===== config.mk =====
export PLATFORM = sky130hd
export DESIGN_NAME = rett_ctl
export DESIGN_NICKNAME = d
export VERILOG_FILES = /design/src/rtl/rett_pkg.sv /design/src/rtl/rett_classify.sv /design/src/rtl/rett_target.sv /design/src/rtl/rett_status.sv /design/src/rtl/rett_ctl.sv
export SDC_FILE = /design/constraint.sdc
export NUM_CORES = 1
export LEC_CHECK = 0
export BUFFER_PORTS_ARGS = -buffer_cell sky130_fd_sc_hd__buf_2
export CAP_MARGIN = 15
export CORE_MARGIN = 5
export CORE_UTILIZATION = 44
export CTS_CLUSTER_DIAMETER = 80
export DETAILED_ROUTE_END_ITERATION = 8
export PLACE_DENSITY = 0.8
export RECOVER_POWER = 100
export SYNTH_ARGS = -nofsm -noshare
export SYNTH_HDL_FRONTEND = slang
export SYNTH_SLANG_ARGS = --single-unit

===== constraint.sdc =====
create_clock -name clk_i -period 1.35 [get_ports clk_i]
set_input_delay 0.0675 -clock clk_i [delete_from_list [all_inputs] [get_ports clk_i]]
set_output_delay 0.0675 -clock clk_i [all_outputs]
set_load 0.005 [all_outputs]

===== src/rtl/rett_pkg.sv =====
package rett_pkg;
  typedef enum logic [2:0] {
    RT_HALT    = 3'd0,
    RT_USER    = 3'd1,
    RT_ILLEGAL = 3'd2,
    RT_NORMAL  = 3'd3,
    RT_DEBUG   = 3'd4,
    RT_NOP     = 3'd5
  } rt_kind_e;
endpackage


===== src/rtl/rett_classify.sv =====
module rett_classify
  import rett_pkg::*;
(
  input  logic     sup_i,
  input  logic     trap_en_i,
  input  logic     dbg_mode_i,
  input  logic     dbg_field_i,
  output rt_kind_e kind_o
);
  // fixed priority: user, enabled traps, normal, debug
  always_comb begin
    if (!sup_i)
      kind_o = trap_en_i ? RT_USER : RT_HALT;
    else if (trap_en_i)
      kind_o = RT_ILLEGAL;
    else if (!dbg_mode_i && !dbg_field_i)
      kind_o = RT_NORMAL;
    else if (dbg_mode_i && dbg_field_i)
      kind_o = RT_DEBUG;
    else
      kind_o = RT_NOP;
  end


  always_comb begin
    user_prio_chk: assert (sup_i || kind_o == RT_HALT || kind_o == RT_USER);
  end
endmodule


===== src/rtl/rett_target.sv =====
module rett_target
  import rett_pkg::*;
#(
  parameter int PC_W = 32,
  parameter int STEP = 4
) (
  input  rt_kind_e        kind_i,
  input  logic [PC_W-1:0] pc_i,
  input  logic [PC_W-1:0] trap_pc_i,
  input  logic [PC_W-1:0] dbg_pc_i,
  output logic [PC_W-1:0] next_pc_o
);
  localparam logic [PC_W-1:0] StepW = PC_W'(STEP);

  logic [PC_W-1:0] seq_pc;
  assign seq_pc = pc_i + StepW;

  always_comb begin
    unique case (kind_i)
      RT_NORMAL: next_pc_o = trap_pc_i;
      RT_DEBUG:  next_pc_o = dbg_pc_i;
      default:   next_pc_o = seq_pc;
    endcase
  end
endmodule


===== src/rtl/rett_status.sv =====
module rett_status
  import rett_pkg::*;
(
  input  rt_kind_e kind_i,
  input  logic     sup_i,
  input  logic     prev_sup_i,
  input  logic     trap_en_i,
  input  logic     dbg_sup_i,
  input  logic     dbg_trap_en_i,
  output logic     sup_o,
  output logic     trap_en_o,
  output logic     dbg_clr_o,
  output logic     halt_o,
  output logic     illegal_o
);
  always_comb begin
    sup_o     = sup_i;
    trap_en_o = trap_en_i;
    dbg_clr_o = 1'b0;
    halt_o    = 1'b0;
    illegal_o = 1'b0;
    unique case (kind_i)
      RT_HALT:    halt_o = 1'b1;
      RT_ILLEGAL: illegal_o = 1'b1;
      RT_NORMAL: begin
        sup_o     = prev_sup_i;
        trap_en_o = 1'b1;
      end
      RT_DEBUG: begin
        sup_o     = dbg_sup_i;
        trap_en_o = dbg_trap_en_i;
        dbg_clr_o = 1'b1;
      end
      default: ;
    endcase
  end


  always_comb begin
    req_onehot_chk: assert ($onehot0({halt_o, illegal_o, dbg_clr_o}));
  end
endmodule


===== src/rtl/rett_ctl.sv =====
module rett_ctl
  import rett_pkg::*;
#(
  parameter int PC_W = 32,
  parameter int STEP = 4
) (
  input  logic            clk_i,
  input  logic            rst_ni,
  input  logic            valid_i,
  input  logic [PC_W-1:0] pc_i,
  input  logic            sup_i,
  input  logic            prev_sup_i,
  input  logic            trap_en_i,
  input  logic            dbg_mode_i,
  input  logic            dbg_field_i,
  input  logic [PC_W-1:0] trap_pc_i,
  input  logic [PC_W-1:0] dbg_pc_i,
  input  logic            dbg_sup_i,
  input  logic            dbg_trap_en_i,
  output logic [PC_W-1:0] next_pc_o,
  output logic            sup_o,
  output logic            trap_en_o,
  output logic            dbg_clr_o,
  output logic            halt_o,
  output logic            illegal_o,
  output logic            done_o
);
  localparam logic [PC_W-1:0] StepW = PC_W'(STEP);

  rt_kind_e        kind;
  logic [PC_W-1:0] pc_n;
  logic            sup_n, et_n, clr_n, halt_n, ill_n;

  rett_classify u_classify (
    .sup_i       (sup_i),
    .trap_en_i   (trap_en_i),
    .dbg_mode_i  (dbg_mode_i),
    .dbg_field_i (dbg_field_i),
    .kind_o      (kind)
  );

  rett_target #(.PC_W(PC_W), .STEP(STEP)) u_target (
    .kind_i    (kind),
    .pc_i      (pc_i),
    .trap_pc_i (trap_pc_i),
    .dbg_pc_i  (dbg_pc_i),
    .next_pc_o (pc_n)
  );

  rett_status u_status (
    .kind_i        (kind),
    .sup_i         (sup_i),
    .prev_sup_i    (prev_sup_i),
    .trap_en_i     (trap_en_i),
    .dbg_sup_i     (dbg_sup_i),
    .dbg_trap_en_i (dbg_trap_en_i),
    .sup_o         (sup_n),
    .trap_en_o     (et_n),
    .dbg_clr_o     (clr_n),
    .halt_o        (halt_n),
    .illegal_o     (ill_n)
  );

  // result and status hold between returns
  always_ff @(posedge clk_i or negedge rst_ni) begin
    if (!rst_ni) begin
      next_pc_o <= '0;
      sup_o     <= 1'b1;
      trap_en_o <= 1'b0;
    end else if (valid_i) begin
      next_pc_o <= pc_n;
      sup_o     <= sup_n;
      trap_en_o <= et_n;
    end
  end

  // pulses drop on any cycle without a return
  always_ff @(posedge clk_i or negedge rst_ni) begin
    if (!rst_ni) begin
      dbg_clr_o <= 1'b0;
      halt_o    <= 1'b0;
      illegal_o <= 1'b0;
      done_o    <= 1'b0;
    end else begin
      dbg_clr_o <= valid_i & clr_n;
      halt_o    <= valid_i & halt_n;
      illegal_o <= valid_i & ill_n;
      done_o    <= valid_i;
    end
  end


  pulse_idle_chk: assert property (@(posedge clk_i) disable iff (!rst_ni)
    !$past(valid_i) |-> !(halt_o || illegal_o || dbg_clr_o || done_o));


  hold_idle_chk: assert property (@(posedge clk_i) disable iff (!rst_ni)
    !$past(valid_i) |-> ($stable(next_pc_o) && $stable(sup_o) && $stable(trap_en_o)));


  halt_ret_chk: assert property (@(posedge clk_i) disable iff (!rst_ni)
    $past(valid_i && !sup_i && !trap_en_i) |->
      (halt_o && next_pc_o == $past(pc_i) + StepW));


  illegal_ret_chk: assert property (@(posedge clk_i) disable iff (!rst_ni)
    $past(valid_i && sup_i && trap_en_i) |->
      (illegal_o && sup_o && trap_en_o && next_pc_o == $past(pc_i) + StepW));


  normal_ret_chk: assert property (@(posedge clk_i) disable iff (!rst_ni)
    $past(valid_i && sup_i && !trap_en_i && !dbg_mode_i && !dbg_field_i) |->
      (next_pc_o == $past(trap_pc_i) && trap_en_o && sup_o == $past(prev_sup_i)));


  debug_ret_chk: assert property (@(posedge clk_i) disable iff (!rst_ni)
    $past(valid_i && sup_i && !trap_en_i && dbg_mode_i && dbg_field_i) |->
      (dbg_clr_o && next_pc_o == $past(dbg_pc_i) && sup_o == $past(dbg_sup_i)
       && trap_en_o == $past(dbg_trap_en_i)));
endmodule


-- Word-level counts from Yosys, hierarchy flattened
Cells that the tools add are included.
- logic and storage cells: 30
- input bits: 106
- flip-flop bits (word level): 38
- output and inout port bits: 38
- reductions and logical operators: 5
- add/sub/neg operators: 1
- equality and inequality tests: 3
- bitwise operators: 3
- muxes and demuxes: 11
- operators with widths (cell ; count):
    32-bit one-hot mux with 2 select lines ; 1
    32-bit by 3-bit adder with 32-bit output, second input constant ; 1
    3-bit 2-to-1 mux ; 3
    3-bit by 2-bit equality test with 1-bit output, second input constant ; 2
    1-bit 2-to-1 mux ; 5
    1-bit one-hot mux with 2 select lines ; 2
    1-bit AND ; 3
    3-bit equality test, second input constant ; 1
    3-bit logical NOT ; 1
    1-bit logical AND ; 2
    1-bit logical NOT ; 2

-- Logic depth before layout (Yosys ltp)
Gate-level depths: netlist of run 1.
- depth in word-level cells: 8
- depth in mapped cells: 7
- depth with buffers taken out: 6

-- Hierarchy
A second synthesis of run 1 with hierarchy kept.
- cell total of the unflattened synthesis: 259
- area, all modules: 2696.3 sq um
- by module, submodules not included (module ; cells an instance ; area each (sq um) ; times used ; sequential area each (sq um)):
    rett_ctl ; 79 ; 1517.7 ; 1 ; 952.2
    rett_target ; 158 ; 1039.7 ; 1 ; 0.0
    rett_status ; 16 ; 97.6 ; 1 ; 0.0
    rett_classify ; 6 ; 41.3 ; 1 ; 0.0

-- Least setup slack after synthesis of run 1
OpenSTA, ideal clock, no wires.
- path kind: input-to-reg
- start: input pc_i[2]
- end: register next_pc_o[26]
- required time: 1225 ps
- slack: -349 ps
- arrival time: 1574 ps
- path buffers: 1
- setup time: 125 ps
- stages: 7
- path through: ha_1 nand3_1 or4_1 buf_2 nor4_1 xnor2_1 o21ai_1
- longest elaborated chain between the ends: 2
- RTL lines (item ; line ; text):
    start: declaration ; rett_ctl.sv:10 ; input logic [PC_W-1:0] pc_i,
    32-bit by 3-bit adder with 32-bit output ; rett_target.sv:16 ; assign seq_pc = pc_i + StepW;
    32-bit one-hot mux with 2 select lines ; rett_target.sv:19 ; unique case (kind_i)
    end signal: assignment ; rett_ctl.sv:71 ; next_pc_o <= pc_n;
    end: declaration ; rett_ctl.sv:20 ; output logic [PC_W-1:0] next_pc_o,
Every way passes these cells.
A chain may end at the register's enable or synchronous reset.

-- Worst setup path in the final report of run 1
- start: input pc_i[5]
- end: register next_pc_o[29]
Same word-level chain as after synthesis.

==> results of run 1 <==
## routing by layer
layer / wire length, microns / vias up / track usage [%]
li1: - / 1484 / -
met1: 3380 / 1438 / 27.3
met2: 4550 / 115 / 43.1
met3: 622 / 16 / 5.15
met4: 191 / 0 / 7.05
met5: 0 / - / 0
## kinds of logic after synthesis
| family | synth area share (%) |
|---|---|
| and+or+nand+nor | 23.9 |
| AOI/OAI and AO/OA | 26.9 |
| adders and majority gates | 0.505 |
| DFF | 38.5 |
| buffers and inverters | 3.13 |
| xor gates and xnor gates | 7.07 |
## flip-flops by register name, indices dropped and copies added, names as in the netlist
register and cells:
halt_o 1, dbg_clr_o 1, sup_o 1, next_pc_o 32, illegal_o 1, trap_en_o 1, done_o 1
## synthesized netlist by cell type (3+ instances only)
cell       n
a21oi_1   11
a221oi_1   3
a22o_1     5
a22oi_1   25
a31oi_1   17
and2_1     3
and3_1     4
clkbuf_1  16
dfrtp_1   37
nand2_1   26
nand3_1   13
nand4_1    5
nor2_1    29
nor2b_1    7
nor3_1     6
nor4_1     6
o21ai_0   29
or4_1      3
xnor2_1    9
xor2_1    11
## power groups by stage
stage / Combinational [W] / Sequential (W) / Clock (W)
floorplan: 0.000299 / 0.00135 / 0
CTS: 0.000834 / 0.00132 / 0.000769
detailed placement: 0.000813 / 0.00134 / 0
finish: 0.000824 / 0.00133 / 0.000755
global placement: 0.000789 / 0.00134 / 0
global route: 0.000918 / 0.00134 / 0.000825
## worst min path at each step
stage                     startpoint             to  slack, ns  cells after the start
after detailed placement      rst_ni  next_pc_o[16]      0.004                      1
after CTS                   pc_i[27]  next_pc_o[27]      0.006                      2
after floorplan               rst_ni      dbg_clr_o      -0.23                      0
after global placement        rst_ni  next_pc_o[16]      0.002                      1
final                       pc_i[27]  next_pc_o[27]       0.01                      2
after global routing        pc_i[27]  next_pc_o[27]       0.01                      2
## area by class of cell
class                      instances  area share [%]
multi-input combinational        236            40.6
timing repair buffer             197            30.2
sequential                        38            24.6
tap                               72            2.33
clock buffer                       6            1.88
clock inverter                     2           0.259
inverter                           1          0.0971
antenna                            1          0.0647
## metrics by stage
step,instance area [sq um],cells
6_report,3870,553
2_1_floorplan,2540,294
3_3_place_gp,3670,540
4_1_cts,3850,551
3_5_place_dp,3670,540
5_1_grt,3870,553
## critical path: stages
cell,delay [ns]
buf_6,0.07
nand4_1,0.13
or4_4,0.55
or4_4,0.52
xnor2_2,0.18
o21ai_1,0.07
## what timing repair did
action | CTS | global route
endpoints found under the setup margin | 21 | 10
buffers inserted | 2 | 1
gates resized for setup | 16 | 12
hold endpoints to repair | 14 | 0
hold buffers | 1 | 0
pin swaps | 5 | 5
==> metrics.yaml, run 1 <==
die_height_microns: 85.0
clk_pin_slew_ns: 0.07
hold_path.class: "primary input to flip-flop"
grt_max_degree: 35
h-tree-depth: 2
nFillCells: 461
num_vias: 3053
mostFrequentLayoutCell: "buf_2"
drt-vias-per-instance: 5.52
layout_common_cells: "112 x buf_2, 50 x buf_4, 37 x dfrtp_1, 28 x nor2_1, 26 x nand2_1"
cts_tree: "built"
clockBufferDepth: 2
whs_ns: 0.0131
power.internal_w: 0.00204
drive_gt1_share_pct: 42.9
initial_core_util_pct: 45.2
area_growth_pct: 56.2
failed_checks: "setup timing"
start_kind: "primary input"
max_slew_margin_pct: 45.6
finalCritPeriodShare_pct: 105
rsz0062_at_grt: "yes"
synth_seq_cells: 38
p_per_area_nw_per_um2: 751
first_pass_iters: 5
dieArea_sq_um: 7230
fin_setup_tns_ns: -0.108
hold_violations: 0
yosysTopAreaCell: "dfrtp_1"
status: "finished, violations left"
ys.flop_type: "dfrtp_1"
power_frac_comb_pct: 28.4
synth-edff-count: 0
overflow: 0
crit_start: "pc_i[5]"
r2r_start: "next_pc_o[27]"
power_w: 0.00291
place.gp.congestion: 0.844
clkPwrFrac_pct: 26.0
drt_iter0_markers: 176
antenna_found_initial: 1
setup_violations: 2
syn_area_per_cell_sq_um: 8.42
cp.arrival_ns: 1.59
synth_area_leaders: "dfrtp_1 37%, a22oi_1 7.6%, o21ai_0 5.9%, nor2_1 4.4%, a31oi_1 4.3%"
cp_max_fo: 5
maxSlewViolCount: 0
seqPwrFrac_pct: 45.6
dpl.hpwl_mm: 6.90
p_leak_nw: 1.75
place_ws_ns: -0.532
seq_area_sq_um: 952
chipWidth_microns: 85.0
p_sw_share_pct: 29.9
numCtsBuffers: 5
mappedNetlistArea_sq_um: 2480
worstSetupEndpoint: "next_pc_o[29]"
multiInputGateArea_sq_um: 1570
crit_path_end_kind: "flip-flop"
switching_power_w: 0.000868
critPathKind: "primary input to flip-flop"
clkLatencyLatePin_ns: 0.29
required_ns: 1.53
root_buffer: "clkbuf_8"
syn_inst: 294
min_period_ns: 1.42
port_buffers: 143
async_flop_share_pct: 100
ir_drop_mv: 0.494
ant_nets: 0
max_freq_ghz: 0.706
worst_pin_slew_ns: 0.816
yosysTopAreaCellShare_pct: 37.4
io_pins: 144
clkSinkCount: 38
setup_slack_ns: -0.0658
drc_errors: 0
grt_pass1_wl_mm: 14.0
core_area_sq_um: 5470
utilization_pct: 70.7
timing.rr.end: "next_pc_o[27]"
first_global_vias: 3078
num-nets-final: 586
reg2regPathDepth: 4
ys_seq_area_share_pct: 38.5
grt_usage_pct: 23.6
drv_cap: 0
drt_wl_total_mm: 8.75
reg2reg_slack_ns: 0.26
row_count: 27
wl_per_cell_microns: 15.8
yosysWarnings: 0
ys_types: 42
syn_nets: 401
clock_skew_ns: 0
Power figures use the tool's default switching activity.
==> run 2, diff against run 1 <==
--- a/config.mk
+++ b/config.mk
@@ -8,10 +8,10 @@
 export BUFFER_PORTS_ARGS = -buffer_cell sky130_fd_sc_hd__buf_2
 export CAP_MARGIN = 15
 export CORE_MARGIN = 5
-export CORE_UTILIZATION = 44
+export CORE_UTILIZATION = 48
 export CTS_CLUSTER_DIAMETER = 80
 export DETAILED_ROUTE_END_ITERATION = 8
-export PLACE_DENSITY = 0.8
+export PLACE_DENSITY = 0.87
 export RECOVER_POWER = 100
 export SYNTH_ARGS = -nofsm -noshare
 export SYNTH_HDL_FRONTEND = slang
==> constraint.sdc (replaced) <==
create_clock -name clk_i -period 1.8 [get_ports clk_i]
set_input_delay 0.09 -clock clk_i [delete_from_list [all_inputs] [get_ports clk_i]]
set_output_delay 0.09 -clock clk_i [all_outputs]
set_load 0.005 [all_outputs]
==> run 2 against run 1 <==
Effect of this change: the flow now finishes without violations; flip-flop and latch count unchanged; cell area down 9.5%; critical path depth unchanged; die area down 7.4%; clock skew unchanged; sequential power down 25%; register-to-register slack better by 0.46 ns; core utilization down 1.7 points; worst setup slack better by 0.21 ns.
==> metrics.yaml, run 2 (same netlist as run 1, synthesis figures left out) <==
root_buffer: "clkbuf_8"  # unchanged
clockBufferDepth: 2  # unchanged
drc_errors: 0  # unchanged
num-nets-final: 565  # was 586
slowest_delay_ns: 0.67  # was 0.55 ns
ir_drop_mv: 0.411  # was 0.494 mV
clkPwrFrac_pct: 28.7  # was 26.0%
dieArea_sq_um: 6700  # was 7230 sq um
rsz0062_at_grt: "no"  # was yes
first_global_vias: 2864  # was 3078
ant_nets: 0  # unchanged
cts_tree: "built"  # unchanged
clkSinkCount: 38  # unchanged
drt_iter0_markers: 135  # was 176
grt_pass1_wl_mm: 12.7  # was 14.0 mm
num_vias: 2903  # was 3053
drive_gt1_share_pct: 35.5  # was 42.9%
io_pins: 144  # unchanged
switching_power_w: 0.000648  # was 0.000868 W
mostFrequentLayoutCell: "buf_2"  # unchanged
worst_pin_slew_ns: 0.958  # was 0.816 ns
chipWidth_microns: 81.8  # was 85.0 microns
largest_reg_flops: 32  # unchanged
initial_core_util_pct: 48.8  # was 45.2%
p_sw_share_pct: 30.0  # was 29.9%
max_freq_ghz: 0.606
critPathKind: "primary input to flip-flop"  # unchanged
whs_ns: 0.0134  # was 0.0131 ns
cts_setup_buffers: 0  # was 2
min_period_ns: 1.65
hold_violations: 0  # unchanged
wl_per_cell_microns: 15.6  # was 15.8 microns
core_area_sq_um: 5070  # was 5470 sq um
clkLatencyLatePin_ns: 0.29  # about the same
clk_pin_slew_ns: 0.07  # about the same
place.gp.congestion: 0.888  # was 0.844
port_buffers: 143  # unchanged
max_slew_margin_pct: 36.1  # was 45.6%
crit_path_end_kind: "flip-flop"  # unchanged
die_height_microns: 81.8  # was 85.0 microns
dpl.hpwl_mm: 6.64  # was 6.90 mm
drt-vias-per-instance: 5.49  # was 5.52
p_per_area_nw_per_um2: 618  # was 751 nW/um^2
cp_max_fo: 4  # was 5
h-tree-depth: 2  # unchanged
drt_wl_total_mm: 8.24  # was 8.75 mm
cp_slowest_cell: "or4_1"  # was or4_4
finalCritPeriodShare_pct: 91.7
power_frac_comb_pct: 25.4  # was 28.4%
setup_violations: 0  # was 2
p_leak_nw: 1.56  # was 1.75 nW
overflow: 0  # unchanged
path_cells: "buf_2, nand4_1, or4_1, or4_1, a31oi_2, o41ai_2"  # was buf_6, nand4_1, or4_4, or4_4, xnor2_2, o21ai_1
diodes: 0  # was 1
clock_skew_ns: 0  # unchanged
grt_usage_pct: 24.5  # was 23.6%
area_growth_pct: 41.4  # was 56.2%
power_w: 0.00216  # was 0.00291 W
critPathBufInv: 1  # unchanged
antenna_found_initial: 0  # was 1
maxSlewViolCount: 0  # unchanged
first_pass_iters: 4  # was 5
cp_top_family: "simple AND/OR/NAND/NOR gates"  # unchanged
largest-register: "next_pc_o"  # unchanged
layout_common_cells: "120 x buf_2, 37 x dfrtp_1, 31 x o21ai_0, 28 x nor2_1"  # was 112 x buf_2, 50 x buf_4, 37 x dfrtp_1, 28 x nor2_1, 26 x nand2_1
cp.arrival_ns: 1.82  # was 1.59 ns
drv_cap: 0  # unchanged
grt_max_degree: 51  # was 35
start_kind: "primary input"  # unchanged
row_count: 26  # was 27
seqPwrFrac_pct: 46.0  # was 45.6%
required_ns: 1.97  # was 1.53 ns
status: "finished, final reports clean"  # was finished, violations left
hold_path.class: "primary input to flip-flop"  # unchanged
numCtsBuffers: 5  # unchanged
cpMostUsedCell: "or4_1"  # was or4_4
power.internal_w: 0.00151  # was 0.00204 W
run 2: repair_timing:
action                                  in CTS  in global routing
resized for setup                            0                  1
endpoints found under the setup margin       0                  1
hold buffers                                 1                  0
endpoints found under the hold margin       37                  0
run 2: power groups by stage:
| stage | registers, W | logic, W | clock network [W] |
|---|---|---|---|
| final | 0.000994 | 0.000549 | 0.000620 |
| after floorplan | 0.00101 | 0.000216 | 0 |
| after detailed placement | 0.00101 | 0.000567 | 0 |
| after global routing | 0.00100 | 0.000612 | 0.000672 |
| after CTS | 0.000991 | 0.000571 | 0.000626 |
| after global placement | 0.00100 | 0.000549 | 0 |
run 2: through the flow:
| stage | TNS, ns | setup slack (ns) | area [sq um] | instances | utilization (%) |
|---|---|---|---|---|---|
| global route | 0 | 0.0696 | 3500 | 529 | 69.0 |
| CTS | 0 | 0.228 | 3560 | 529 | 70.1 |
| floorplan | 0 | 0.0786 | 2480 | 294 | - |
| global placement | -0.0311 | -0.0176 | 3450 | 520 | 68.1 |
| detailed placement | -0.451 | -0.0861 | 3450 | 520 | 68.1 |
| finish | 0 | 0.149 | 3500 | 529 | 69.0 |
run 2: layout make-up:
cell class	count	area (sq um)
clock buffer	6	82.6
inverter	1	3.75
fill	460	1570
sequential	38	952
clock inverter	2	12.5
multi-input combinational	236	1440
tap	70	87.6
timing repair buffer	176	921
run 2: routing by layer:
| layer | up-vias | share of wire, % | GRT usage [%] |
|---|---|---|---|
| li1 | 1440 | - | - |
| met1 | 1339 | 40 | 28.5 |
| met2 | 109 | 50 | 43.8 |
| met3 | 15 | 7.8 | 5.37 |
| met4 | 0 | 2.1 | 8.80 |
| met5 | - | 0 | 0 |
run 2: final timing paths:
kind                                     from  slack, ns       endpoint  cells past startpoint
min in group asynchronous              rst_ni       0.56  next_pc_o[25]                      3
worst min register to register      trap_en_o       0.53      trap_en_o                      2
worst max register to register  next_pc_o[27]       0.72  next_pc_o[27]                      4
max in group asynchronous              rst_ni       0.66  next_pc_o[13]                      3
worst min-delay path                    sup_i       0.01         halt_o                      2
worst max-delay path                  pc_i[9]       0.15  next_pc_o[27]                      6
==> run 3, diff against run 2 <==
--- a/config.mk
+++ b/config.mk
@@ -13,6 +13,7 @@
 export DETAILED_ROUTE_END_ITERATION = 8
 export PLACE_DENSITY = 0.87
 export RECOVER_POWER = 100
+export SETUP_SLACK_MARGIN = 0.15
 export SYNTH_ARGS = -nofsm -noshare
 export SYNTH_HDL_FRONTEND = slang
 export SYNTH_SLANG_ARGS = --single-unit
==> run 3 against run 2 <==
Effect of this change: sequential power is essentially flat; clock power shrank 7.9%; critical endpoint unchanged; critical path type unchanged; worst setup slack gained 0.042 ns.
==> metrics.yaml, run 3 (same netlist as run 1, synthesis figures left out) <==
first_pass_iters: 4  # unchanged
drc_errors: 0  # unchanged
placed_area_sq_um: 3480  # was 3450 sq um
drt_wl_total_mm: 8.16  # was 8.24 mm
utilization_pct: 69.2  # was 69.0%
crit_path_end_kind: "flip-flop"  # unchanged
numCtsBuffers: 5  # unchanged
rsz0062_at_grt: "no"  # unchanged
setup_slack_ns: 0.191  # was 0.149 ns
whs_ns: 0.0522  # was 0.0134 ns
layout_common_cells: "117 x buf_2, 37 x dfrtp_1, 31 x o21ai_0, 29 x nor2_1, 28 x buf_4"  # was 120 x buf_2, 37 x dfrtp_1, 31 x o21ai_0, 28 x nor2_1
ir_drop_mv: 0.295  # was 0.411 mV
drt-vias-per-instance: 5.55  # was 5.49
chipWidth_microns: 81.8  # unchanged
initial_core_util_pct: 48.8  # unchanged
status: "finished, final reports clean"  # unchanged
port_buffers: 143  # unchanged
overflow: 0  # unchanged
row_count: 26  # unchanged
power.internal_w: 0.00148  # was 0.00151 W
clk_pin_slew_ns: 0.07  # about the same
mostFrequentLayoutCell: "buf_2"  # unchanged
max_slew_margin_pct: 37.6  # was 36.1%
r2r_start: "next_pc_o[22]"  # was next_pc_o[27]
design_area_sq_um: 3510  # was 3500 sq um
clock_skew_ns: 0  # unchanged
io_pins: 144  # unchanged
drv_cap: 0  # unchanged
clkPwrFrac_pct: 27.0  # was 28.7%
crit_start: "pc_i[9]"  # unchanged
place_ws_ns: -0.0764  # was -0.0861 ns
largest_reg_flops: 32  # unchanged
dieArea_sq_um: 6700  # unchanged
setup_violations: 0  # unchanged
power_frac_comb_pct: 26.1  # was 25.4%
critPathKind: "primary input to flip-flop"  # unchanged
p_per_area_nw_per_um2: 602  # was 618 nW/um^2
die_height_microns: 81.8  # unchanged
p_sw_share_pct: 30.2  # was 30.0%
cp.arrival_ns: 1.77  # was 1.82 ns
clkLatencyLatePin_ns: 0.28  # was 0.29 ns
maxSlewViolCount: 0  # unchanged
place.gp.congestion: 0.900  # was 0.888
first_global_vias: 2864  # unchanged
cts_setup_buffers: 0  # unchanged
seqPwrFrac_pct: 46.9  # was 46.0%
worst_pin_slew_ns: 0.937  # was 0.958 ns
root_buffer: "clkbuf_8"  # unchanged
ant_nets: 0  # unchanged
dpl.hpwl_mm: 6.44  # was 6.64 mm
drt_iter0_markers: 135  # unchanged
clockBufferDepth: 2  # unchanged
hold_path.class: "primary input to flip-flop"  # unchanged
hp-start: "pc_i[27]"  # was sup_i
max_freq_ghz: 0.621  # was 0.606 GHz
cts_tree: "built"  # unchanged
largest-register: "next_pc_o"  # unchanged
cp_max_fo: 5  # was 4
core_area_sq_um: 5070  # unchanged
grt_pass1_wl_mm: 12.8  # was 12.7 mm
wl_per_cell_microns: 15.4  # was 15.6 microns
antenna_found_initial: 0  # unchanged
h-tree-depth: 2  # unchanged
drive_gt1_share_pct: 35.6  # was 35.5%
num-nets-final: 564  # was 565
num_vias: 2933  # was 2903
finalCritPeriodShare_pct: 89.4  # was 91.7%
clkSinkCount: 38  # unchanged
grt_usage_pct: 24.9  # was 24.5%
grt_max_degree: 51  # unchanged
p_leak_nw: 1.55  # was 1.56 nW
start_kind: "primary input"  # unchanged
required_ns: 1.97  # about the same
hold_violations: 0  # unchanged
diodes: 0  # unchanged
switching_power_w: 0.000637  # was 0.000648 W
area_growth_pct: 41.9  # was 41.4%
min_period_ns: 1.61  # was 1.65 ns
## run 3: cell types whose count changed in the layout (fill, tap and decap cells not counted), sizes merged
cell,delta
clkinv,+1
clkinvlp,-1
buf,-1
## run 3: area by class of cell
class | instances | area [sq um]
clock inverter | 2 | 10.0
multi-input combinational | 236 | 1470
sequential | 38 | 952
clock buffer | 6 | 72.6
tap | 70 | 87.6
inverter | 1 | 3.75
timing repair buffer | 175 | 917
fill | 434 | 1560
## run 3: metal layers
| metal | GRT usage, % | routed length (microns) | vias up |
|---|---|---|---|
| met4 | 10.6 | 233 | 0 |
| met5 | 0 | 0 | - |
| li1 | - | - | 1434 |
| met3 | 5.92 | 659 | 22 |
| met2 | 43.3 | 4120 | 120 |
| met1 | 29.1 | 3140 | 1357 |
## run 3: power groups by stage
stage	Combinational, W	Clock (W)	Sequential (W)
finish	0.000552	0.000571	0.000991
global route	0.000617	0.000631	0.00100
CTS	0.000575	0.000591	0.000988
detailed placement	0.000570	0	0.00100
global placement	0.000556	0	0.00100
floorplan	0.000222	0	0.00101
## run 3: timing repair
item / 4_1_cts / 5_1_grt
setup endpoints to repair: 0 / 1
hold endpoints to repair: 37 / 0
resized for setup: 0 / 1
hold buffers: 1 / 0
## run 3: worst paths after layout
kind	to	cells after the start	slack, ns
min reg2reg	sup_o	2	0.49
max in group asynchronous	next_pc_o[22]	3	0.67
min in group asynchronous	next_pc_o[15]	3	0.55
min	next_pc_o[27]	2	0.05
max	next_pc_o[27]	6	0.19
max reg2reg	next_pc_o[22]	4	0.58
## run 3: critical path, cell delays in order
cell and delay [ns]:
buf_2 0.09, nand4_1 0.17, or4_1 0.68, or4_4 0.49, a31oi_4 0.18, o41ai_2 0.08
## run 3: stage by stage
stage / setup TNS, ns / total power, W / cells
5_1_grt: 0 / 0.00225 / 528
6_report: 0 / 0.00211 / 528
4_1_cts: 0 / 0.00215 / 528
3_5_place_dp: -0.262 / 0.00157 / 519
2_1_floorplan: 0 / 0.00123 / 294
3_3_place_gp: -0.0510 / 0.00156 / 519
